--- config.mk ---
export PLATFORM = sky130hd
export DESIGN_NAME = banked_regfile
export DESIGN_NICKNAME = d
export VERILOG_FILES = /design/src/rtl/brf_pkg.sv /design/src/rtl/brf_decode.sv /design/src/rtl/brf_gpr.sv /design/src/rtl/brf_special.sv /design/src/rtl/banked_regfile.sv
export SDC_FILE = /design/constraint.sdc
export NUM_CORES = 1
export LEC_CHECK = 0
export ABC_CLOCK_PERIOD_IN_PS = 13300
export BUFFER_PORTS_ARGS = -buffer_cell sky130_fd_sc_hd__buf_4
export CAP_MARGIN = 25
export CORE_AREA = 2 2 177 179
export CTS_CLUSTER_SIZE = 28
export DETAILED_ROUTE_END_ITERATION = 10
export DIE_AREA = 0 0 179 181
export PLACE_DENSITY = 0.61
export RECOVER_POWER = 50
export SLEW_MARGIN = 25
export SYNTH_ARGS = -nofsm -noshare
export SYNTH_HDL_FRONTEND = slang
export SYNTH_SLANG_ARGS = --single-unit
--- constraint.sdc ---
create_clock -name clk -period 13.3 [get_ports clk]
set_clock_uncertainty 0.1 [all_clocks]
set_input_delay 2.66 -clock clk [delete_from_list [all_inputs] [get_ports clk]]
set_output_delay 2.66 -clock clk [all_outputs]
set_load 0.005 [all_outputs]
--- src/rtl/brf_pkg.sv ---
package brf_pkg;
  localparam int unsigned DATA_W   = 8;
  localparam int unsigned ADDR_W   = 8;
  localparam int unsigned OFF_W    = 7;
  // Fixed offsets, mirrored in both banks except the port slot
  localparam int unsigned OFF_IND  = 0;
  localparam int unsigned OFF_PCL  = 2;
  localparam int unsigned OFF_STAT = 3;
  localparam int unsigned OFF_PTR  = 4;
  localparam int unsigned OFF_PORT = 6;
  // Status byte layout
  localparam int unsigned ST_CARRY = 0;
  localparam int unsigned ST_ZERO  = 1;
  localparam int unsigned ST_BANK  = 5;

  typedef enum logic [2:0] {
    TGT_NONE, TGT_IND, TGT_PCL, TGT_STAT,
    TGT_PTR,  TGT_PORT, TGT_HIZ, TGT_GPR
  } tgt_e;
endpackage

--- src/rtl/brf_decode.sv ---
module brf_decode
  import brf_pkg::*;
#(
  parameter int unsigned GPR_BASE  = 32,
  parameter int unsigned GPR_DEPTH = 16,
  localparam int unsigned LOC_W    = $clog2(GPR_DEPTH),
  localparam int unsigned IDX_W    = LOC_W + 1
) (
  input  logic              bank_i,
  input  logic [OFF_W-1:0]  off_i,
  input  logic [ADDR_W-1:0] ptr_i,
  output tgt_e              tgt_o,
  output logic [IDX_W-1:0]  gpr_idx_o,
  output logic              via_ptr_o
);
  function automatic tgt_e classify(input logic [ADDR_W-1:0] a);
    logic [OFF_W-1:0] o;
    tgt_e t;
    o = a[OFF_W-1:0];
    if (int'(o) == OFF_IND)       t = TGT_IND;
    else if (int'(o) == OFF_PCL)  t = TGT_PCL;
    else if (int'(o) == OFF_STAT) t = TGT_STAT;
    else if (int'(o) == OFF_PTR)  t = TGT_PTR;
    else if (int'(o) == OFF_PORT) t = a[ADDR_W-1] ? TGT_HIZ : TGT_PORT;
    else if ((int'(o) >= GPR_BASE) && (int'(o) < GPR_BASE + GPR_DEPTH))
      t = TGT_GPR;
    else t = TGT_NONE;
    return t;
  endfunction

  logic [ADDR_W-1:0] dir_addr;
  logic [ADDR_W-1:0] eff_addr;
  logic [OFF_W-1:0]  rel_off;
  tgt_e              tgt_raw;

  always_comb begin
    dir_addr  = {bank_i, off_i};
    via_ptr_o = (classify(dir_addr) == TGT_IND);
    eff_addr  = via_ptr_o ? ptr_i : dir_addr;
    tgt_raw   = classify(eff_addr);
    // A pointer naming the indirect slot itself resolves to nothing
    tgt_o     = (via_ptr_o && tgt_raw == TGT_IND) ? TGT_NONE : tgt_raw;
    rel_off   = eff_addr[OFF_W-1:0] - OFF_W'(GPR_BASE);
    gpr_idx_o = {eff_addr[ADDR_W-1], rel_off[LOC_W-1:0]};
  end
endmodule

--- src/rtl/brf_gpr.sv ---
module brf_gpr #(
  parameter int unsigned DW    = 8,
  parameter int unsigned IDX_W = 5,
  localparam int unsigned N    = 1 << IDX_W
) (
  input  logic             clk,
  input  logic             rst_n,
  input  logic             we_i,
  input  logic [IDX_W-1:0] idx_i,
  input  logic [DW-1:0]    wd_i,
  output logic [DW-1:0]    rd_o
);
  logic [N-1:0][DW-1:0] mem_q, mem_d;

  always_comb begin
    mem_d = mem_q;
    if (we_i) mem_d[idx_i] = wd_i;
  end

  always_ff @(posedge clk or negedge rst_n) begin
    if (!rst_n) mem_q <= '0;
    else        mem_q <= mem_d;
  end

  assign rd_o = mem_q[idx_i];

  assert_gpr_write_R2: assert property (@(posedge clk) disable iff (!rst_n)
    we_i |=> mem_q[$past(idx_i)] == $past(wd_i));
  assert_gpr_hold_R9: assert property (@(posedge clk) disable iff (!rst_n)
    !we_i |=> $stable(mem_q));
endmodule

--- src/rtl/brf_special.sv ---
module brf_special
  import brf_pkg::*;
#(
  parameter int unsigned DW      = 8,
  parameter logic [DW-1:0] HIZ_RST = '1
) (
  input  logic          clk,
  input  logic          rst_n,
  input  logic [DW-1:0] wd_i,
  input  logic          we_stat_i,
  input  logic          we_ptr_i,
  input  logic          we_port_i,
  input  logic          we_hiz_i,
  input  logic          we_pcl_i,
  input  logic          flag_we_i,
  input  logic          carry_i,
  input  logic          zero_i,
  output logic [DW-1:0] status_o,
  output logic [DW-1:0] ptr_o,
  output logic [DW-1:0] port_o,
  output logic [DW-1:0] hiz_o,
  output logic          pcl_vld_o,
  output logic [DW-1:0] pcl_data_o
);
  logic [DW-1:0] stat_q, stat_d, ptr_q, ptr_d, port_q, port_d, hiz_q, hiz_d, pcl_q, pcl_d;
  logic          vld_q, vld_d;

  always_comb begin
    stat_d = we_stat_i ? wd_i : stat_q;
    if (flag_we_i) begin
      stat_d[ST_CARRY] = carry_i;
      stat_d[ST_ZERO]  = zero_i;
    end
    ptr_d  = we_ptr_i  ? wd_i : ptr_q;
    port_d = we_port_i ? wd_i : port_q;
    hiz_d  = we_hiz_i  ? wd_i : hiz_q;
    vld_d  = we_pcl_i;
    pcl_d  = we_pcl_i ? wd_i : pcl_q;
  end

  always_ff @(posedge clk or negedge rst_n) begin
    if (!rst_n) begin
      stat_q <= '0;
      ptr_q  <= '0;
      port_q <= '0;
      hiz_q  <= HIZ_RST;
      vld_q  <= 1'b0;
      pcl_q  <= '0;
    end else begin
      stat_q <= stat_d;
      ptr_q  <= ptr_d;
      port_q <= port_d;
      hiz_q  <= hiz_d;
      vld_q  <= vld_d;
      pcl_q  <= pcl_d;
    end
  end

  assign status_o   = stat_q;
  assign ptr_o      = ptr_q;
  assign port_o     = port_q;
  assign hiz_o      = hiz_q;
  assign pcl_vld_o  = vld_q;
  assign pcl_data_o = pcl_q;

  assert_flag_carry_R7: assert property (@(posedge clk) disable iff (!rst_n)
    flag_we_i |=> (status_o[ST_CARRY] == $past(carry_i)) && (status_o[ST_ZERO] == $past(zero_i)));
  assert_stat_write_R7: assert property (@(posedge clk) disable iff (!rst_n)
    (we_stat_i && !flag_we_i) |=> status_o == $past(wd_i));
  assert_pcl_pulse_R8: assert property (@(posedge clk) disable iff (!rst_n)
    pcl_vld_o |-> $past(we_pcl_i) && (pcl_data_o == $past(wd_i)));
  assert_pcl_idle_R8: assert property (@(posedge clk) disable iff (!rst_n)
    !we_pcl_i |=> !pcl_vld_o);
endmodule

--- src/rtl/banked_regfile.sv ---
module banked_regfile
  import brf_pkg::*;
#(
  parameter int unsigned GPR_BASE  = 32,
  parameter int unsigned GPR_DEPTH = 16,
  localparam int unsigned IDX_W    = $clog2(GPR_DEPTH) + 1
) (
  input  logic              clk,
  input  logic              rst_n,
  input  logic [OFF_W-1:0]  addr_off_i,
  input  logic              wr_en_i,
  input  logic [DATA_W-1:0] wr_data_i,
  output logic [DATA_W-1:0] rd_data_o,
  input  logic              flag_we_i,
  input  logic              carry_i,
  input  logic              zero_i,
  input  logic [DATA_W-1:0] pc_lo_i,
  output logic              pc_load_o,
  output logic [DATA_W-1:0] pc_load_data_o,
  output logic [DATA_W-1:0] status_o,
  input  logic [DATA_W-1:0] pins_i,
  output logic [DATA_W-1:0] port_out_o,
  output logic [DATA_W-1:0] port_hiz_o
);
  // Asynchronous assert, synchronous release
  logic [1:0] rst_sync_q;
  logic       rst_int_n;
  always_ff @(posedge clk or negedge rst_n) begin
    if (!rst_n) rst_sync_q <= '0;
    else        rst_sync_q <= {rst_sync_q[0], 1'b1};
  end
  assign rst_int_n = rst_sync_q[1];

  tgt_e              tgt;
  logic [IDX_W-1:0]  gpr_idx;
  logic              via_ptr;
  logic [DATA_W-1:0] ptr_q, gpr_rd;

  brf_decode #(.GPR_BASE(GPR_BASE), .GPR_DEPTH(GPR_DEPTH)) u_dec (
    .bank_i   (status_o[ST_BANK]),
    .off_i    (addr_off_i),
    .ptr_i    (ptr_q),
    .tgt_o    (tgt),
    .gpr_idx_o(gpr_idx),
    .via_ptr_o(via_ptr)
  );

  brf_gpr #(.DW(DATA_W), .IDX_W(IDX_W)) u_gpr (
    .clk  (clk),
    .rst_n(rst_int_n),
    .we_i (wr_en_i && tgt == TGT_GPR),
    .idx_i(gpr_idx),
    .wd_i (wr_data_i),
    .rd_o (gpr_rd)
  );

  brf_special #(.DW(DATA_W), .HIZ_RST('1)) u_spc (
    .clk       (clk),
    .rst_n     (rst_int_n),
    .wd_i      (wr_data_i),
    .we_stat_i (wr_en_i && tgt == TGT_STAT),
    .we_ptr_i  (wr_en_i && tgt == TGT_PTR),
    .we_port_i (wr_en_i && tgt == TGT_PORT),
    .we_hiz_i  (wr_en_i && tgt == TGT_HIZ),
    .we_pcl_i  (wr_en_i && tgt == TGT_PCL),
    .flag_we_i (flag_we_i),
    .carry_i   (carry_i),
    .zero_i    (zero_i),
    .status_o  (status_o),
    .ptr_o     (ptr_q),
    .port_o    (port_out_o),
    .hiz_o     (port_hiz_o),
    .pcl_vld_o (pc_load_o),
    .pcl_data_o(pc_load_data_o)
  );

  always_comb begin
    unique case (tgt)
      TGT_PCL:  rd_data_o = pc_lo_i;
      TGT_STAT: rd_data_o = status_o;
      TGT_PTR:  rd_data_o = ptr_q;
      TGT_PORT: rd_data_o = pins_i;
      TGT_HIZ:  rd_data_o = port_hiz_o;
      TGT_GPR:  rd_data_o = gpr_rd;
      default:  rd_data_o = '0;
    endcase
  end

  // a pointer naming the indirect slot yields zero read data
  assert_null_ind_R6: assert property (@(posedge clk) disable iff (!rst_int_n)
    (via_ptr && ptr_q[OFF_W-1:0] == OFF_W'(OFF_IND)) |-> rd_data_o == '0);
  // indirect access ignores the bank bit, so the port slot follows the pointer's top bit
  assert_ind_bank_R5: assert property (@(posedge clk) disable iff (!rst_int_n)
    (via_ptr && ptr_q[OFF_W-1:0] == OFF_W'(OFF_PORT)) |-> rd_data_o == (ptr_q[ADDR_W-1] ? port_hiz_o : pins_i));
  // the status slot reads the same byte in either bank
  assert_stat_mirror_R4: assert property (@(posedge clk) disable iff (!rst_int_n)
    (addr_off_i == OFF_W'(OFF_STAT)) |-> rd_data_o == status_o);
endmodule

Word-level counts from Yosys, hierarchy flattened
Cells that the tools add are included.
- register bits after elaboration: 299
- input port bits: 37
- output and inout bits: 41
- $add $sub $neg: 1
- magnitude comparators: 6
- equal/unequal tests: 16
- muxes and demuxes: 24
- reduce and logical (&&, ||, !) cells: 13
- operators by type and width (cell ; number):
    $bwmux W256 ; 1
    $pmux W8 S6 ; 1
    $bmux W8 S5 ; 1
    $demux W8 S5 ; 1
    $mux W3 ; 13
    $eq A7 B2 Y1 const B ; 4
    $eq A7 B3 Y1 const B ; 4
    $mux W8 ; 3
    $ge A7 B6 Y1 const B ; 2
    $logic_not A7 Y1 ; 2
    $lt A7 B6 Y1 const B ; 2
    $eq A3 B3 Y1 const B ; 4
    $logic_and A1 B1 Y1 ; 10
    $mux W2 ; 4
    $eq A3 B1 Y1 const B ; 2
    $eq A3 B2 Y1 const B ; 2
    $lt A5 B6 Y1 const B ; 1
    $ge A5 B1 Y1 const B ; 1
    $sub A4 B1 Y4 const B ; 1
    $reduce_bool A2 Y1 ; 1

Logic depth before layout (Yosys ltp)
Gate-level depths: netlist of the first run.
- word-level depth: 25
- depth in mapped cells: 12
- gate-level depth less buffers: 7

Cells and area by module
Synthesis of the first run repeated with hierarchy kept, for this count alone.
- cell total of the unflattened synthesis: 1073
- area total of the unflattened synthesis: 14624.0 um^2
- by module, submodules not included (module ; times used ; cells each ; area an instance (um^2) ; seq. area each (um^2)):
    brf_gpr ; 1 ; 856 ; 11982.7 ; 6406.1
    brf_special ; 1 ; 90 ; 1700.4 ; 1036.0
    banked_regfile ; 1 ; 81 ; 604.3 ; 50.0
    brf_decode ; 1 ; 46 ; 336.6 ; 0.0

Worst setup path before layout of the first run
OpenSTA, ideal clock, no wires.
- path type: input to output
- start: in addr_off_i[3]
- end: out rd_data_o[2]
- data arrival time: 4.627 ns
- required time: 10.540 ns
- slack: 5.913 ns
- stages on the path: 11
- path buffers: 4
- cells stage by stage: buf_2 > nor4b_4 > a21o_1 > buf_4 > buf_6 > buf_2 > nand2_1 > nand3_1 > nand3_1 > a32o_1 > o41ai_1
- word-level cells in the longest chain between the ends: 23
- elaborated cells on any way between the ends: 44
- classes of those cells: add/sub: 1; order compare: 4; eq/ne: 16; mux: 18; reduce/logical: 5
- ends and longest elaborated chain (element ; RTL line ; source):
    from (decl) ; banked_regfile.sv:10 ; input logic [OFF_W-1:0] addr_off_i,
    $ge A7 B6 Y1 / $lt A7 B6 Y1 (equally long branches) ; brf_decode.sv:25 ; else if ((int'(o) >= GPR_BASE) && (int'(o) < GPR_BASE + GPR_DEPTH))
    $logic_and A1 B1 Y1 ; brf_decode.sv:25 ;
    $mux W3 ; brf_decode.sv:25 ;
    $mux W3 ; brf_decode.sv:24 ; else if (int'(o) == OFF_PORT) t = a[ADDR_W-1] ? TGT_HIZ : TGT_PORT;
    $mux W3 ; brf_decode.sv:23 ; else if (int'(o) == OFF_PTR) t = TGT_PTR;
    $mux W3 ; brf_decode.sv:22 ; else if (int'(o) == OFF_STAT) t = TGT_STAT;
    $mux W3 ; brf_decode.sv:21 ; else if (int'(o) == OFF_PCL) t = TGT_PCL;
    $mux W3 ; brf_decode.sv:20 ; if (int'(o) == OFF_IND) t = TGT_IND;
    [... 7 more ...] ; n/a ;
    $mux W3 ; brf_decode.sv:22 ;
    $mux W3 ; brf_decode.sv:21 ;
    $mux W3 ; brf_decode.sv:20 ;
    $eq A3 B1 Y1 ; brf_decode.sv:42 ; tgt_o = (via_ptr_o && tgt_raw == TGT_IND) ? TGT_NONE : tgt_raw;
    $logic_and A1 B1 Y1 ; brf_decode.sv:42 ;
    $mux W3 ; brf_decode.sv:42 ;
    $eq A3 B3 Y1 / $eq A3 B2 Y1 (equally long branches) ; banked_regfile.sv:78 ; unique case (tgt)
    $pmux W8 S6 (*) ; banked_regfile.sv:78 ;
    to (decl) ; banked_regfile.sv:13 ; output logic [DATA_W-1:0] rd_data_o,
Mark *: on every way between the ends. The rest lies on a longest branch, timed or not. The select of a mux whose other input is x is not followed.

Worst setup path after layout of the first run
- start: in addr_off_i[1]
- end: out rd_data_o[7]
Same word-level chain as after synthesis.

==> results of run 1 <==
==> power by group <==
part           total [mW]  switching, mW  internal (mW)  leakage, nW
registers           0.982         0.0278          0.954         4.08
logic               0.196          0.120         0.0760         3.15
clock network        1.00          0.375          0.626        0.588
==> worst max path at each step <==
stage | endpoint | slack, ns | depth (start not counted)
finish | rd_data_o[7] | 4.17 | 10
global route | u_gpr.mem_q[0]$_DFFE_PN0P_ | 2.77 | 2
floorplan | u_gpr.mem_q[0]$_DFFE_PN0P_ | 4.26 | 0
global placement | rd_data_o[7] | 4.32 | 10
detailed placement | rd_data_o[7] | 4.25 | 10
CTS | rd_data_o[7] | 4.24 | 10
==> routing by layer <==
layer / global-route usage [%] / vias to the layer above
met3: 4.29 / 55
met2: 38.8 / 367
li1: - / 4367
met4: 6.73 / 0
met5: 0 / -
met1: 35.1 / 5084
==> cell usage after synthesis, drive strengths merged (4+ instances only) <==
| cell | n |
|---|---|
| mux2 | 295 |
| dfrtp | 291 |
| nand2 | 155 |
| nand3 | 70 |
| mux2i | 48 |
| buf | 47 |
| clkbuf | 39 |
| nor2 | 37 |
| nor3 | 25 |
| a21oi | 17 |
| o21ai | 14 |
| a211oi | 11 |
| a31oi | 11 |
| a222oi | 8 |
| and3 | 8 |
| dfstp | 8 |
| nand4 | 7 |
| o221ai | 7 |
| a311oi | 6 |
| o211ai | 5 |
| o32ai | 5 |
| a31o | 4 |
| mux4 | 4 |
| nor4 | 4 |
| or3 | 4 |
==> layout make-up <==
cell class	instances	area (sq um)	area share, %
Clock buffer	49	1010	6.15
Clock inverter	11	184	1.12
Inverter	2	7.51	0.0456
Multi-Input combinational cell	791	6600	40.1
Sequential cell	299	7490	45.6
Tap cell	396	495	3.01
Timing Repair Buffer	89	662	4.02
==> registers in the layout, indices dropped and copies added (netlist names) <==
name,cells
u_spc.status_o,8
u_spc.hiz_o,8
u_gpr.mem_q,256
u_spc.pcl_data_o,8
rst_sync_q,2
u_spc.port_o,8
u_spc.pcl_vld_o,1
u_spc.ptr_o,8
==> metrics by stage <==
step	power, mW	area (sq um)	worst slack [ns]
floorplan	1.12	14400	4.26
global placement	1.19	15300	4.32
detailed placement	1.19	15300	4.25
CTS	2.19	16500	4.24
global route	2.26	16400	2.77
finish	2.18	16400	4.17
==> logic make-up (layout without fill, tap and decap cells) <==
group                  Yosys count  count (layout)  share of synthesized area (%)
multiplexers                   347             347                           26.9
AND/OR/NAND/NOR                319             319                           11.6
flip-flops                     299             299                           51.9
AO/OA/AOI/OAI                  124             124                           6.80
buffers and inverters           88             151                           2.79
other                            1               1                         0.0260
==> run_results.csv, run 1 <==
group,metric,value,unit
drt,wl_met1,17400,um
timing,fmaxAchievable,110,MHz
timing,fin_crit,9.13,ns
timing,slew_violations,204,
grt,grt_pass1_vias,9841,
clock_network,h-tree-depth,2,
min_path,hp-class,"register to register",
worst_setup_path,critPathRequiredTime,10.54,ns
drt,top_layer,"met4",
die,start_util,47.6,%
yosys,synth-edff-count,0,
yosys,synth_fp_nets,1215,
grt,grt_pass1_wl,60200,um
cells_and_area,area_delta_synth_final,13.9,%
die,die_height,181,um
die,chipWidth,179,um
cells_and_area,layout_common_cells,"mux2_2 (292), dfrtp_1 (291), nand2_1 (152)",
drt,routed-wl-met3,2690,um
yosys,yosys_most_used_dff,"dfrtp_1",
grt,grt_start_max_net_pins,178,
worst_setup_path,max_stage_delay,0.70,ns
min_path,hold_start,"rst_sync_q[0]$_DFF_PN0_",
yosys,syn_avg_cell_area,12.3,sq um
worst_setup_path,r2r_slack,4.57,ns
yosys,synth_warnings,0,
drt,dr.pass1.iters,6,
drt,drt_iter0_drc,866,
die,ios,78,
job,max-cap-violations,3,
die,rows,64,
yosys,yosysSeqAreaShare,51.9,%
clock_network,hold_buffers,0,
timing,fin_tns_setup,0,ns
cells_and_area,nFillCells,2584,
yosys,synth_area,14400,sq um
worst_setup_path,r2r_start,"rst_sync_q[1]$_DFF_PN0_",
clock_network,clock_latency,0.51,ns
yosys,yosys-top-cells-area,"dfrtp_1 (50%), mux2_2 (23%), nand2_1 (4.0%), mux2i_1 (3.3%), nand3_1 (2.4%)",
place,place_congestion,0.811,
place,placed_cells,1576,
die,die-area,32400,sq um
timing,relSlewSlack,-197,%
power_and_ir_drop,power.leakage,7.82,nW
worst_setup_path,start_kind,"input port",
cells_and_area,nets,1254,
worst_setup_path,cp_num_buf_inv,3,
clock_network,clock-sinks,299,
worst_setup_path,cp-end-kind,"output pin",
clock_network,cts_max_path_buffers,3,
worst_setup_path,slowest_stage,"a21o_4",
drt,via_count,9873,
place,portBuffers,77,
yosys,ys_seq_elements,299,
cells_and_area,layout_commonest_cell,"mux2_2",
min_path,whs_path_depth,0,
drt,wirelength,39600,um
drt,post_drt_via_cell_ratio,6.03,
clock_network,cts_buffers,34,
min_path,hold_path_end,"rst_sync_q[1]$_DFF_PN0_",
worst_setup_path,cp_top_family,"compound AO/OA/AOI/OAI gates",
cells_and_area,instances_no_fill,1637,
yosys,synth_cell_types,73,
yosys,synth_top_area_share,50.4,%
status,violations,"max-capacitance violations, max-slew violations",
status,status,"complete, but fails checks",
cells_and_area,num_antenna_cells,0,
timing,setup_viol,0,
timing,rsz0062_at_grt,"no",
worst_setup_path,crit_path_start,"addr_off_i[1]",
clock_network,path_clk_slew,0.06,ns
yosys,synth_top_area_cell,"dfrtp_1",
worst_setup_path,r2r.worst_path.cells,2,
clock_network,post-cts-setup-buffer-count,0,
worst_setup_path,cp_max_fo,61,
cells_and_area,finalCoreUtilization,54.2,%
drt,ant_nets,0,
power_and_ir_drop,powerDensity,132,nW/um^2
timing,worst-slew-pin-transition,4.45,ns
worst_setup_path,cp_data_arrival_time,6.37,ns
timing,fin_crit_sh,68.6,%
drt,avgRoutedWirePerCell,24.2,um
place,dp_hpwl,24400,um
clock_network,post_cts_resized,0,
die,core,30300,sq um
worst_setup_path,crit_top_cell,"buf_4",
clock_network,cts_tree,"built",
grt,track_usage,24.6,%
grt,grt_overflow,0,
clock_network,cts_root_buf,"clkbuf_16",
timing,finalHoldWorstSlack,0.248,ns
drt,post-route-drc-count,0,
worst_setup_path,crit_type,"input port to output pin",
timing,hold_viol,0,
yosys,synth_cells,1178,
grt,antenna_found_initial,0,
power_and_ir_drop,ir_drop,0.0668,mV
cells_and_area,drive_gt1_share,39.3,%
worst_setup_path,rr_endpoint,"u_gpr.mem_q[15]$_DFFE_PN0P_",
worst_setup_path,path_cells,"buf_4 > nor4b_4 > a21o_4 > buf_4 > nand2_1 > o221ai_1 > a31oi_1 > a211oi_1 > o41ai_1 > buf_4",
drt,route.met2.wl,18500,um
yosys,async_reset_ff_share,100,%
(Power assumes the default switching activity.)
==> inputs of run 2 (changes only) <==
ABC_CLOCK_PERIOD_IN_PS = 7700   (was 13300)
PLACE_DENSITY = 0.64   (was 0.61)
clock period = 7.7 ns   (was 13.3 ns; I/O delays follow)
==> run 2 against run 1 <==
The run still ends with max-capacitance violations, max-slew violations left. Clock power grew 73%. Combinational power grew 75%. Global-route usage grew 0.61 points. Cell count grew 0.67%. Critical path type unchanged.
==> run_results.csv, run 2 (synthesis gave the netlist of run 1 again) <==
group,metric,value,unit
worst_setup_path,rr_endpoint,"u_gpr.mem_q[54]$_DFFE_PN0P_",
job,max-cap-violations,5,
cells_and_area,largest_reg_flops,256,
power_and_ir_drop,intPower,2.87,mW
grt,grt_overflow,0,
cells_and_area,drive_gt1_share,39.5,%
timing,finalHoldWorstSlack,0.246,ns
cells_and_area,layout_commonest_cell,"mux2_2",
die,start_util,47.6,%
worst_setup_path,cp-end-kind,"output pin",
cells_and_area,instances_no_fill,1648,
drt,post_drt_via_cell_ratio,6.11,
timing,slew_violations,306,
timing,worst-slew-pin-transition,3.68,ns
power_and_ir_drop,seqPwrFrac,45.0,%
clock_network,cts_root_buf,"clkbuf_16",
power_and_ir_drop,power.leakage,7.86,nW
cells_and_area,top_register,"u_gpr.mem_q",
power_and_ir_drop,ir_drop,0.142,mV
place,dp_hpwl,25600,um
power_and_ir_drop,pwr-share-comb,9.1,%
clock_network,post_cts_resized,0,
grt,antenna_found_initial,0,
clock_network,post-cts-setup-buffer-count,0,
power_and_ir_drop,power_switching,0.906,mW
grt,grt_start_max_net_pins,71,
drt,post-route-drc-count,0,
grt,track_usage,25.2,%
die,rows,64,
timing,relSlewSlack,-145,%
die,die_height,181,um
clock_network,cts_max_path_buffers,3,
cells_and_area,nets,1263,
cells_and_area,finalCoreUtilization,54.4,%
clock_network,cts_buffers,34,
place,postPlaceCellArea,15400,sq um
timing,fin_crit,6.18,ns
die,die-area,32400,sq um
power_and_ir_drop,switching_share,24.0,%
drt,dr.pass1.iters,5,
timing,fmaxAchievable,162,MHz
place,portBuffers,77,
grt,grt_pass1_vias,9947,
clock_network,path_clk_slew,0.06,ns
die,chipWidth,179,um
clock_network,clock_latency,0.51,ns
cells_and_area,num_antenna_cells,0,
min_path,hp-class,"register to register",
drt,avgRoutedWirePerCell,24.5,um
worst_setup_path,r2r_slack,2.17,ns
clock_network,clock-sinks,299,
cells_and_area,area_delta_synth_final,14.4,%
status,status,"complete, but fails checks",
worst_setup_path,crit_type,"input port to output pin",
min_path,whs_path_depth,0,
cells_and_area,final_cell_area,16500,sq um
worst_setup_path,cp_max_fo,24,
drt,drt_iter0_drc,849,
power_and_ir_drop,p_clk_share,45.9,%
timing,rsz0062_at_grt,"no",
timing,fin_crit_sh,80.3,%
min_path,hold_start,"rst_sync_q[0]$_DFF_PN0_",
place,place_congestion,0.841,
timing,setup_viol,0,
worst_setup_path,r2r_start,"rst_sync_q[1]$_DFF_PN0_",
cells_and_area,nFillCells,2543,
die,ios,78,
drt,ant_nets,0,
clock_network,cts_tree,"built",
grt,grt_pass1_wl,62100,um
drt,via_count,10100,
timing,hold_viol,0,
worst_setup_path,start_kind,"input port",
clock_network,h-tree-depth,2,
min_path,hold_path_end,"rst_sync_q[1]$_DFF_PN0_",
place,placed_cells,1586,
status,violations,"max-capacitance violations, max-slew violations",
cells_and_area,layout_common_cells,"mux2_2 (292), dfrtp_1 (291), nand2_1 (152)",
drt,wirelength,40300,um
worst_setup_path,r2r.worst_path.cells,1,
clock_network,hold_buffers,0,
worst_setup_path,crit_path_start,"addr_off_i[0]",
worst_setup_path,cp_data_arrival_time,4.54,ns
power_and_ir_drop,powerDensity,228,nW/um^2
worst_setup_path,critPathRequiredTime,6.06,ns
timing,fin_tns_setup,0,ns
die,core,30300,sq um
[run 2: cell types whose count changed in the layout (fill, tap and decap cells not counted), sizes merged]
cell,delta
buf,+7
clkbuf,+7
bufinv,-2
clkinv,-1
[run 2: worst max path at each step]
stage                                       end  slack [ns]
finish                             rd_data_o[7]        1.52
global route        u_gpr.mem_q[48]$_DFFE_PN0P_        1.05
CTS                                rd_data_o[7]        1.56
detailed placement                 rd_data_o[7]        1.56
global placement                   rd_data_o[4]        1.59
floorplan                          rd_data_o[2]        2.55
[run 2: power by group through the flow]
stage          logic [mW]  registers [mW]  clock network [mW]
2_1_floorplan       0.207            1.73                   0
3_3_place_gp        0.343            1.72                   0
3_5_place_dp        0.347            1.73                   0
4_1_cts             0.348            1.70                1.76
5_1_grt             0.371            1.71                1.82
6_report            0.343            1.70                1.73
[run 2: layout make-up]
class / instances / area (sq um) / area share (%)
clock buffer: 54 / 1110 / 6.72
clock inverter: 8 / 115 / 0.697
inverter: 2 / 7.51 / 0.0454
multi-input combinational: 791 / 6600 / 39.9
sequential: 299 / 7490 / 45.3
tap: 396 / 495 / 3.00
timing repair buffer: 98 / 708 / 4.29
[run 2: through the flow]
| step | setup WS (ns) | power (mW) |
|---|---|---|
| 6_report | 1.52 | 3.78 |
| 5_1_grt | 1.05 | 3.90 |
| 4_1_cts | 1.56 | 3.80 |
| 3_5_place_dp | 1.56 | 2.07 |
| 3_3_place_gp | 1.59 | 2.07 |
| 2_1_floorplan | 2.55 | 1.94 |
[run 2: worst max-delay path, cell delays in order]
cell      delay [ns]
buf_4           0.17
nor4b_2         0.48
a21o_2          0.59
buf_4           0.34
mux4_2          0.33
a211oi_1        0.64
o41ai_1         0.23
buf_4           0.18
[run 2: per-layer routing]
metal | wire length (um) | vias up | GRT usage, % | share of wire [%]
li1 | - | 4403 | - | -
met2 | 18400 | 387 | 38.6 | 46
met4 | 1150 | 0 | 7.35 | 2.8
met3 | 2520 | 68 | 3.72 | 6.2
met1 | 18300 | 5208 | 37.3 | 45
met5 | 0 | - | 0 | 0
